`src/rtl/vst_pkg.sv`:
```
package vst_pkg;

  typedef enum logic [1:0] {
    FORM_NONE   = 2'd0,
    FORM_NARROW = 2'd1,
    FORM_WIDE   = 2'd2
  } vst_form_e;

  localparam int unsigned WORD_W      = 32;
  localparam int unsigned NARROW_OPC  = 31;
  localparam int unsigned NARROW_XO   = 231;
  localparam int unsigned WIDE_OPC    = 4;
  localparam int unsigned WIDE_XO     = 28;

  // Field picker using MSB-zero numbering: first..last inclusive, right aligned.
  function automatic logic [WORD_W-1:0] msb0_field(input logic [WORD_W-1:0] w,
                                                   input int unsigned first,
                                                   input int unsigned last);
    logic [WORD_W-1:0] mask;
    mask = (WORD_W'(1) << (last - first + 1)) - WORD_W'(1);
    return (w >> (WORD_W - 1 - last)) & mask;
  endfunction

endpackage

```
`src/rtl/vst_decode.sv`:
```
module vst_decode
  import vst_pkg::*;
#(
  parameter int unsigned VR_IDX_W = 7,
  parameter int unsigned GR_IDX_W = 5
) (
  input  logic [WORD_W-1:0]   word,
  output vst_form_e           form,
  output logic                hit,
  output logic [VR_IDX_W-1:0] vr_idx,
  output logic [GR_IDX_W-1:0] ra_idx,
  output logic [GR_IDX_W-1:0] rb_idx,
  output logic                base_zero
);
  logic [5:0]  opc;
  logic [9:0]  xo_long;
  logic [6:0]  xo_short;
  logic [4:0]  vlow;
  logic [1:0]  vhigh;
  logic        is_narrow;
  logic        is_wide;

  always_comb begin
    opc      = 6'(msb0_field(word, 0, 5));
    xo_long  = 10'(msb0_field(word, 21, 30));
    xo_short = 7'(msb0_field(word, 21, 27));
    vlow     = 5'(msb0_field(word, 6, 10));
    vhigh    = 2'(msb0_field(word, 28, 29));
    ra_idx   = GR_IDX_W'(msb0_field(word, 11, 15));
    rb_idx   = GR_IDX_W'(msb0_field(word, 16, 20));
  end

  assign is_narrow = (opc == 6'(NARROW_OPC)) && (xo_long  == 10'(NARROW_XO));
  assign is_wide   = (opc == 6'(WIDE_OPC))   && (xo_short == 7'(WIDE_XO));

  always_comb begin
    if (is_narrow) begin
      form   = FORM_NARROW;
      vr_idx = VR_IDX_W'(vlow);
    end else if (is_wide) begin
      form   = FORM_WIDE;
      vr_idx = VR_IDX_W'({vhigh, vlow});
    end else begin
      form   = FORM_NONE;
      vr_idx = VR_IDX_W'(vlow);
    end
  end

  assign hit       = (form != FORM_NONE);
  assign base_zero = (ra_idx == '0);

  // a narrow-form decode never names a register above 31
  always_comb begin
    if (form == FORM_NARROW) begin
      a_narrow_range_r1: assert (vr_idx < VR_IDX_W'(32));
    end
  end
endmodule

```
`src/rtl/vst_agen.sv`:
```
module vst_agen #(
  parameter int unsigned GPR_W      = 64,
  parameter int unsigned ADDR_W     = 32,
  parameter int unsigned ALIGN_BITS = 4
) (
  input  logic              base_zero,
  input  logic [GPR_W-1:0]  base_val,
  input  logic [GPR_W-1:0]  index_val,
  output logic [ADDR_W-1:0] ea
);
  function automatic logic [ADDR_W-1:0] aligned_ea(input logic [GPR_W-1:0] b,
                                                   input logic [GPR_W-1:0] x);
    logic [GPR_W-1:0] sum;
    sum = b + x;
    sum[ALIGN_BITS-1:0] = '0;
    return sum[ADDR_W-1:0];
  endfunction

  logic [GPR_W-1:0] base_eff;

  assign base_eff = base_zero ? '0 : base_val;
  assign ea       = aligned_ea(base_eff, index_val);

  // the address never carries low bits
  always_comb begin
    a_ea_aligned_r5: assert (ea[ALIGN_BITS-1:0] == '0);
  end
endmodule

```
`src/rtl/vst_lane_swap.sv`:
```
module vst_lane_swap #(
  parameter int unsigned NBYTES = 16
) (
  input  logic [8*NBYTES-1:0] vec_in,
  output logic [8*NBYTES-1:0] bus_out
);
  for (genvar k = 0; k < NBYTES; k++) begin : g_lane
    assign bus_out[8*k +: 8] = vec_in[8*(NBYTES-1-k) +: 8];
  end
endmodule

```
`src/rtl/vst_issue.sv`:
```
module vst_issue #(
  parameter int unsigned ADDR_W = 32,
  parameter int unsigned NBYTES = 16
) (
  input  logic                clk,
  input  logic                rst_n,
  input  logic                in_valid,
  output logic                in_ready,
  input  logic                hit,
  input  logic                inv_req,
  input  logic [ADDR_W-1:0]   ea,
  input  logic [8*NBYTES-1:0] bus_data,
  output logic                not_vstore,
  output logic                mem_valid,
  input  logic                mem_ready,
  output logic [ADDR_W-1:0]   mem_addr,
  output logic [8*NBYTES-1:0] mem_data,
  output logic [NBYTES-1:0]   mem_be,
  output logic                inv_valid,
  output logic [ADDR_W-1:0]   inv_addr
);
  logic                accept;
  logic                load_store;
  logic                reject;
  logic                fire;
  logic                stage_v;
  logic                stage_inv;
  logic                rej_q;
  logic [ADDR_W-1:0]   stage_addr;
  logic [8*NBYTES-1:0] stage_data;

  assign in_ready   = !stage_v || mem_ready;
  assign accept     = in_valid && in_ready;
  assign load_store = accept && hit;
  assign reject     = accept && !hit;
  assign fire       = stage_v && mem_ready;

  always_ff @(posedge clk) begin
    if (!rst_n) begin
      stage_v    <= 1'b0;
      stage_inv  <= 1'b0;
      rej_q      <= 1'b0;
      stage_addr <= '0;
      stage_data <= '0;
    end else begin
      rej_q <= reject;
      if (load_store) begin
        stage_v    <= 1'b1;
        stage_inv  <= inv_req;
        stage_addr <= ea;
        stage_data <= bus_data;
      end else if (fire) begin
        stage_v   <= 1'b0;
        stage_inv <= 1'b0;
      end
    end
  end

  assign not_vstore = rej_q;
  assign mem_valid  = stage_v;
  assign mem_addr   = stage_addr;
  assign mem_data   = stage_data;
  assign mem_be     = stage_v ? '1 : '0;
  assign inv_valid  = fire && stage_inv;
  assign inv_addr   = stage_addr;

  // a stalled request holds steady
  p_hold_stable_r9: assert property (@(posedge clk) disable iff (!rst_n)
    (mem_valid && !mem_ready) |=> (mem_valid && $stable(mem_addr) && $stable(mem_data)));

  // no new word is taken during a stall
  p_stall_blocks_r9: assert property (@(posedge clk) disable iff (!rst_n)
    (mem_valid && !mem_ready) |-> !in_ready);

  // invalidate only with a taken write, same address
  p_inv_with_write_r8: assert property (@(posedge clk) disable iff (!rst_n)
    inv_valid |-> (mem_valid && mem_ready && inv_addr == mem_addr));

  // full byte mask on every request
  p_full_mask_r7: assert property (@(posedge clk) disable iff (!rst_n)
    mem_valid |-> (mem_be == '1));

  // a reject pulse lasts one cycle for a single accepted word
  p_reject_nowrite_r3: assert property (@(posedge clk) disable iff (!rst_n)
    (in_valid && in_ready && !hit) |=> (not_vstore && !$rose(mem_valid)));

  // a matching accept raises the request on the next cycle
  p_issue_next_r10: assert property (@(posedge clk) disable iff (!rst_n)
    (in_valid && in_ready && hit) |=> mem_valid);
endmodule

```
`src/rtl/vst_unit.sv`:
```
module vst_unit
  import vst_pkg::*;
#(
  parameter int unsigned ADDR_W   = 32,
  parameter int unsigned GPR_W    = 64,
  parameter int unsigned VR_IDX_W = 7,
  parameter int unsigned GR_IDX_W = 5,
  parameter int unsigned NBYTES   = 16,
  localparam int unsigned VEC_W      = 8 * NBYTES,
  localparam int unsigned ALIGN_BITS = $clog2(NBYTES)
) (
  input  logic                clk,
  input  logic                rst_n,
  input  logic                in_valid,
  output logic                in_ready,
  input  logic [WORD_W-1:0]   in_word,
  output logic                not_vstore,
  output logic [VR_IDX_W-1:0] vr_idx,
  input  logic [VEC_W-1:0]    vr_data,
  output logic [GR_IDX_W-1:0] ra_idx,
  input  logic [GPR_W-1:0]    ra_data,
  output logic [GR_IDX_W-1:0] rb_idx,
  input  logic [GPR_W-1:0]    rb_data,
  input  logic                resv_enable,
  input  logic                resv_active,
  output logic                mem_valid,
  input  logic                mem_ready,
  output logic [ADDR_W-1:0]   mem_addr,
  output logic [VEC_W-1:0]    mem_data,
  output logic [NBYTES-1:0]   mem_be,
  output logic                inv_valid,
  output logic [ADDR_W-1:0]   inv_addr
);
  vst_form_e         dec_form;
  logic              dec_hit;
  logic              dec_base_zero;
  logic [ADDR_W-1:0] ea;
  logic [VEC_W-1:0]  bus_data;
  logic              inv_req;

  vst_decode #(.VR_IDX_W(VR_IDX_W), .GR_IDX_W(GR_IDX_W)) u_decode (
    .word      (in_word),
    .form      (dec_form),
    .hit       (dec_hit),
    .vr_idx    (vr_idx),
    .ra_idx    (ra_idx),
    .rb_idx    (rb_idx),
    .base_zero (dec_base_zero)
  );

  vst_agen #(.GPR_W(GPR_W), .ADDR_W(ADDR_W), .ALIGN_BITS(ALIGN_BITS)) u_agen (
    .base_zero (dec_base_zero),
    .base_val  (ra_data),
    .index_val (rb_data),
    .ea        (ea)
  );

  vst_lane_swap #(.NBYTES(NBYTES)) u_swap (
    .vec_in  (vr_data),
    .bus_out (bus_data)
  );

  assign inv_req = resv_enable && resv_active;

  vst_issue #(.ADDR_W(ADDR_W), .NBYTES(NBYTES)) u_issue (
    .clk        (clk),
    .rst_n      (rst_n),
    .in_valid   (in_valid),
    .in_ready   (in_ready),
    .hit        (dec_hit),
    .inv_req    (inv_req),
    .ea         (ea),
    .bus_data   (bus_data),
    .not_vstore (not_vstore),
    .mem_valid  (mem_valid),
    .mem_ready  (mem_ready),
    .mem_addr   (mem_addr),
    .mem_data   (mem_data),
    .mem_be     (mem_be),
    .inv_valid  (inv_valid),
    .inv_addr   (inv_addr)
  );

  // the form and the hit flag agree
  always_comb begin
    a_form_hit_r2: assert (dec_hit == (dec_form != FORM_NONE));
  end

  // idle outputs in the first cycle out of reset
  p_reset_idle_r11: assert property (@(posedge clk)
    !rst_n |=> (!mem_valid && !not_vstore && !inv_valid && in_ready));
endmodule

```
`config.mk`:
```
export PLATFORM = sky130hd
export DESIGN_NAME = vst_unit
export DESIGN_NICKNAME = d
export VERILOG_FILES = /design/src/rtl/vst_pkg.sv /design/src/rtl/vst_decode.sv /design/src/rtl/vst_agen.sv /design/src/rtl/vst_lane_swap.sv /design/src/rtl/vst_issue.sv /design/src/rtl/vst_unit.sv
export SDC_FILE = /design/constraint.sdc
export NUM_CORES = 1
export LEC_CHECK = 0
export ABC_AREA = 1
export BUFFER_PORTS_ARGS = -buffer_cell sky130_fd_sc_hd__buf_2
export CAP_MARGIN = 10
export CELL_PAD_IN_SITES_DETAIL_PLACEMENT = 0
export CELL_PAD_IN_SITES_GLOBAL_PLACEMENT = 1
export CORE_AREA = 2 2 204 206
export DETAILED_ROUTE_END_ITERATION = 16
export DIE_AREA = 0 0 206 208
export GPL_TIMING_DRIVEN = 0
export HOLD_SLACK_MARGIN = 0.12
export PLACE_DENSITY = 0.63
export RECOVER_POWER = 50
export REMOVE_ABC_BUFFERS = 1
export SLEW_MARGIN = 30
export SYNTH_ARGS = -nofsm -noshare
export SYNTH_HDL_FRONTEND = slang
export SYNTH_SLANG_ARGS = --single-unit
```
`constraint.sdc`:
```
create_clock -name clk -period 2.7 [get_ports clk]
set_clock_uncertainty 0.05 [all_clocks]
set_input_delay 0.54 -clock clk [delete_from_list [all_inputs] [get_ports clk]]
set_output_delay 0.54 -clock clk [all_outputs]
set_load 0.01 [all_outputs]
```
* Yosys cells after proc, flatten, opt, wreduce, memory -nomap -nowiden
Cells that the tools add are included.
** Word-level totals
- Bits in registers :: 159
- Input port bits :: 294
- Output and inout port bits :: 229
- Logic and storage cells :: 33
** Cells by class
- Add/subtract/negate cells :: 1
- Equal/unequal tests :: 4
- Multiplexer cells :: 9
- Reduce and logical (&&, ||, !) cells :: 14
** Operator list (count)
- adder 32 bit :: 1
- two-way mux 32 bit :: 1
- two-way mux 16 bit :: 1
- two-way mux 7 bit :: 2
- equality test 10 x 8 -> 1 bit, second input constant :: 1
- logical AND 1 bit :: 8
- equality test 7 x 5 -> 1 bit, second input constant :: 1
- equality test 6 x 3 -> 1 bit, second input constant :: 1
- equality test 6 x 5 -> 1 bit, second input constant :: 1
- logical NOT 5 bit :: 1
- two-way mux 2 bit :: 2
- nonzero test 2 bit :: 2
- two-way mux 1 bit :: 3
- logical NOT 1 bit :: 2
- logical OR 1 bit :: 1

* Longest topological paths before layout
- Depth after elaboration :: 7
- Depth in mapped cells :: 20

* Cells and area by module
Synthesis repeated with hierarchy kept, for this count alone.
** Second synthesis, totals
- Cell total of the unflattened synthesis :: 2145
- Area, all modules :: 12415.7 um2
** By module, submodules not included
- vst_issue :: times used 1, cells an instance 1438, area an instance 8708.4 um2, seq. area each 3263.1 um2
- vst_agen :: times used 1, cells an instance 530, area an instance 2481.1 um2, seq. area each 0.0 um2
- vst_lane_swap :: times used 1, cells an instance 128, area an instance 960.9 um2, seq. area each 0.0 um2
- vst_decode :: times used 1, cells an instance 47, area an instance 257.7 um2, seq. area each 0.0 um2
- vst_unit :: times used 1, cells an instance 2, area an instance 7.5 um2, seq. area each 0.0 um2

* Least setup slack after synthesis
No wires, ideal clock.
- Path type :: input port to flip-flop
- Start :: in in_word[17]
- End :: reg u_issue.stage_addr[25] (netlist: u_issue.inv_addr[25])
- Setup time :: 0.113 ns
- Data arrival time :: 2.365 ns
- Path slack :: 0.172 ns
- Stages on the path :: 15
- Buffers on the path :: 1
- Path through :: nor2_1 > nand3_1 > clkbuf_1 > nand2_1 > inv_1 > ha_1 > nand2_1 > nor2_1 > inv_1 > o21bai_1 > o21ai_0 > nand3_1 > nand2_1 > o21ai_1 > inv_1
** Between the ends
- Longest elaborated chain between the ends :: 3
** RTL lines
- from (decl) :: line vst_unit.sv:16 : input logic [WORD_W-1:0] in_word,
- logical NOT 5 bit :: line vst_decode.sv:50 : assign base_zero = (ra_idx == '0);
- two-way mux 32 bit :: line vst_agen.sv:21 : assign base_eff = base_zero ? '0 : base_val;
- adder 32 bit :: line vst_agen.sv:14 : sum = b + x;
- to (signal assigned) :: line vst_issue.sv:43 : stage_addr <= '0;
- to (signal assigned) :: line vst_issue.sv:50 : stage_addr <= ea;
- to (decl) :: line vst_issue.sv:29 : logic [ADDR_W-1:0] stage_addr;
No other way between the ends.
A chain may end at the register's enable or synchronous reset.

* Worst setup path in the final report
- Start :: in in_word[19]
- End :: reg u_issue.stage_addr[17] (netlist: u_issue.inv_addr[17])
Same word-level chain as after synthesis.

==> impl_summary.log <==
INFO  metric area_growth_syn_to_layout = 34.74%
INFO  metric finish.cell_count_without_fillers = ~2100
INFO  metric combPwrFrac = between 10% and 20%
INFO  metric first_global_vias = approximately 8100
INFO  metric required = 2.99 ns
INFO  metric yosys_register_bits = 159
INFO  metric cts_made_buffers = 17
INFO  metric port_buffers = 429
INFO  metric post-route-min-period = 2.551 ns
INFO  metric use_met1 = between 10% and 20%
INFO  metric post_synth_num_cell_types = 30
INFO  metric netlist_area = approximately 8300 um^2
INFO  metric worst-path-buf-inv = 4
INFO  metric power.share.sequential = a little over two fifths
INFO  metric gp_congestion = between 0.8 and 0.9
INFO  metric multiInputGateArea = ~4100 um^2
INFO  metric p_leak = 6.275 nW
INFO  metric clk-insertion-delay-late = around 0.43 ns
INFO  metric pin_count = 523
INFO  metric ys.warnings.count = 0
INFO  metric total_power = between 5 and 6 mW
INFO  metric filler_cell_count = roughly 4600
INFO  metric postPlaceCellArea = around 11000 um^2
INFO  metric cpLargestDelayFamily = compound AO/OA/AOI/OAI gates
INFO  metric timing.critical_path.slowest_cell_delay = around 0.37 ns
INFO  metric outcome = finished clean
INFO  metric final_cell_mix = buf_2, nor2_1, nand2_1
INFO  metric ys.flop_type = dfxtp_1
INFO  metric crit_path_top_delay_cell = ha_1
INFO  metric ant_nets = 0
INFO  metric final_routed_drc_violation_total = 0
INFO  metric grt_setup_unrepaired = true
INFO  metric dieWidth = around 200 um
INFO  metric die_area = around 43000 um^2
INFO  metric grt.met2_usage = about a quarter
INFO  metric clock_tree.root_cell = clkbuf_16
INFO  metric n_antenna_cell = 0
INFO  metric slew-limit-headroom = ~62%
INFO  metric start_util = 20.57%
INFO  metric design_area = approximately 11000 um^2
INFO  metric clk_path_buf_depth = 2
INFO  metric crit_path_cell_trace = buf_2 > nor2_4 > nand3_4 > buf_4 > nand2_1 > inv_1 > ha_1 > a21oi_2 > o21ai_0 > a21oi_1 > nand3_1 > a21oi_1 > o21ai_0 > nand2_1 > inv_1
INFO  metric worst_slack = 0.1491 ns
INFO  metric grt_first_pass_wirelength = 45.84 mm
INFO  metric dieHeight = approximately 210 um
INFO  metric synth_edf_count = 0
INFO  metric rows = 74
INFO  metric clk_pin_slew = around 0.070 ns
INFO  metric layout.area.seq = ~3200 um^2
INFO  metric cts_sinks = ~160
INFO  metric global_routing_s_busiest_layer = met2
INFO  metric setup_viol = 0
INFO  metric power_per_cell_area = around 500 nW/um^2
INFO  metric drt-pass1-iter-count = 5
INFO  metric detailedPlace.worstSlack = -0.7432 ns
INFO  metric synth.yosys.seq_area_share = between 30% and 40%
INFO  metric design.core.area = slightly above 40000 um^2
INFO  metric placedCellCount = about 2100
INFO  metric drt_first_iter_violations = 470
INFO  metric switching_share = ~27%
INFO  metric setup.worst_path.end_class = flop
INFO  metric fin_util = approximately 28%
INFO  metric worst-slew-pin-transition = between 0.5 and 0.6 ns
INFO  metric peakVddDrop = around 0.32 mV
INFO  metric num_vias = just under 9000
INFO  metric finalHoldWorstSlack = 0.2753 ns
INFO  metric final_hold_viol_count = 0
INFO  metric totalWireLength = 31.61 mm
INFO  metric async_flop_share = 0%
INFO  metric fmax = around 390 MHz
INFO  metric route.detailed.vias_per_inst = about 4
INFO  metric share_clk_of_total_power = between 40% and 50%
INFO  metric detail_route.wl_per_cell = roughly 15 um
INFO  metric grt_use_met3 = roughly 4.3%
INFO  metric grt_max_degree = 89
INFO  metric p_sw = 1.521 mW
INFO  metric timing.final.crit_share = between 90% and 100%
INFO  metric timing.setup.critical_path_class = in2reg
INFO  metric setup-tns-final = 0 ns
INFO  metric grt_usage = between 10% and 20%
INFO  metric cell_internal_pwr = 4.123 mW
INFO  metric number_of_antenna_violations_at_the_first_check_in_global_routing = 0
INFO  metric hold_path.class = in2reg
INFO  metric cap_viol_max_count = 0
INFO  metric synth_cells = ~1200
INFO  metric synthesis.area_per_instance = roughly 6.7 um^2
INFO  metric tritoncts = yes
INFO  metric report.final.slew_viol_count = 0
INFO  metric mostFrequentLayoutCell = buf_2
INFO  metric worst-path-max-fanout = 9
INFO  metric hpwlAfterDp = between 20 and 25 mm
INFO  metric critical_path_arrival = about 2.8 ns
INFO  metric gr-total-overflow = 0
INFO  metric setup.worst_path.start_class = input pin
INFO  metric htreeDepth = 4
INFO  metric design.final.nets = ~1900
INFO  metric final_layout_size_suffix_gt1_share = 30.13%
-- worst reg2reg max path: cells and delay by family (launching register included) --
kind                   cells  cell delay, ns
DFF                        1            0.50
and+or+nand+nor            4            0.65
buffers and inverters      3            0.74
AOI/OAI and AO/OA          1            0.34
-- synth_stat cells, drive strengths merged (2+ instances only) --
cell / instances / share of area, %
nor3: 10 / 0.60
nand2: 171 / 7.7
dfxtp: 159 / 38
xor2: 9 / 0.95
a21o: 3 / 0.27
xnor2: 3 / 0.32
nor2: 367 / 17
o21ai: 165 / 9.9
a31oi: 3 / 0.23
o21bai: 2 / 0.18
nand3: 39 / 2.3
ha: 30 / 4.5
nand4: 5 / 0.38
a21oi: 48 / 2.9
clkbuf: 28 / 1.3
buf: 93 / 8.3
o21a: 4 / 0.36
inv: 105 / 4.7
-- per-layer routing --
layer / part of all wire [%] / vias to the layer above / wire length, um
met5: 0 / - / 0
met4: 1.1 / 0 / 359
met3: 7.6 / 19 / 2391
met2: 49 / 301 / 15410
met1: 43 / 3858 / 13460
li1: - / 4577 / -
-- logic make-up after synthesis --
| logic type | share of synthesized area, % |
|---|---|
| other | 0.04496 |
| AND/OR/NAND/NOR | 27.74 |
| AO/OA/AOI/OAI | 14.06 |
| buffers and inverters | 14.24 |
| XOR/XNOR | 1.260 |
| adder cells (fa/ha/maj) | 4.500 |
| flip-flops | 38.16 |
-- state kept, by name, indices dropped and copies added, names as in the netlist --
register	flops
u_issue.mem_data	128
u_issue.inv_addr	28
u_issue.mem_valid	1
u_issue.not_vstore	1
u_issue.stage_inv	1
-- power by group through the flow --
stage	clock network, mW	registers (mW)	logic [mW]
floorplan	0	2.40	0.387
finish	2.56	2.35	0.741
global placement	0	2.40	0.721
global route	2.75	2.34	0.832
CTS	2.66	2.34	0.737
detailed placement	0	2.40	0.725
-- layout make-up --
| type | instances | share of cell area [%] |
|---|---|---|
| timing repair buffer | 436 | 20.23 |
| clock buffer | 18 | 3.908 |
| tap | 532 | 5.923 |
| sequential | 159 | 28.33 |
| multi-input combinational | 873 | 36.45 |
| inverter | 105 | 3.741 |
| clock inverter | 12 | 1.414 |
-- timing repair --
| action | CTS | global route |
|---|---|---|
| gates cloned | 1 | 1 |
| pin swaps | 1 | 3 |
| endpoints found under the setup margin | 24 | 85 |
| resized for setup | 7 | 12 |
| setup buffers | 0 | 4 |
| hold buffers | 0 | 0 |
-- final timing paths --
check                           slack, ns                            endpoint  cells past startpoint                          startpoint
worst max-delay path                 0.15   u_issue.inv_addr[17]$_SDFFE_PN0P_                     15                         in_word[19]
worst min register to register       0.44  u_issue.mem_data[118]$_SDFFE_PN0P_                      2  u_issue.mem_data[118]$_SDFFE_PN0P_
worst min-delay path                 0.28   u_issue.mem_data[88]$_SDFFE_PN0P_                      3                         vr_data[32]
worst max register to register       0.33   u_issue.mem_data[67]$_SDFFE_PN0P_                      8      u_issue.mem_valid$_SDFFE_PN0P_
(Power assumes the default switching activity.)
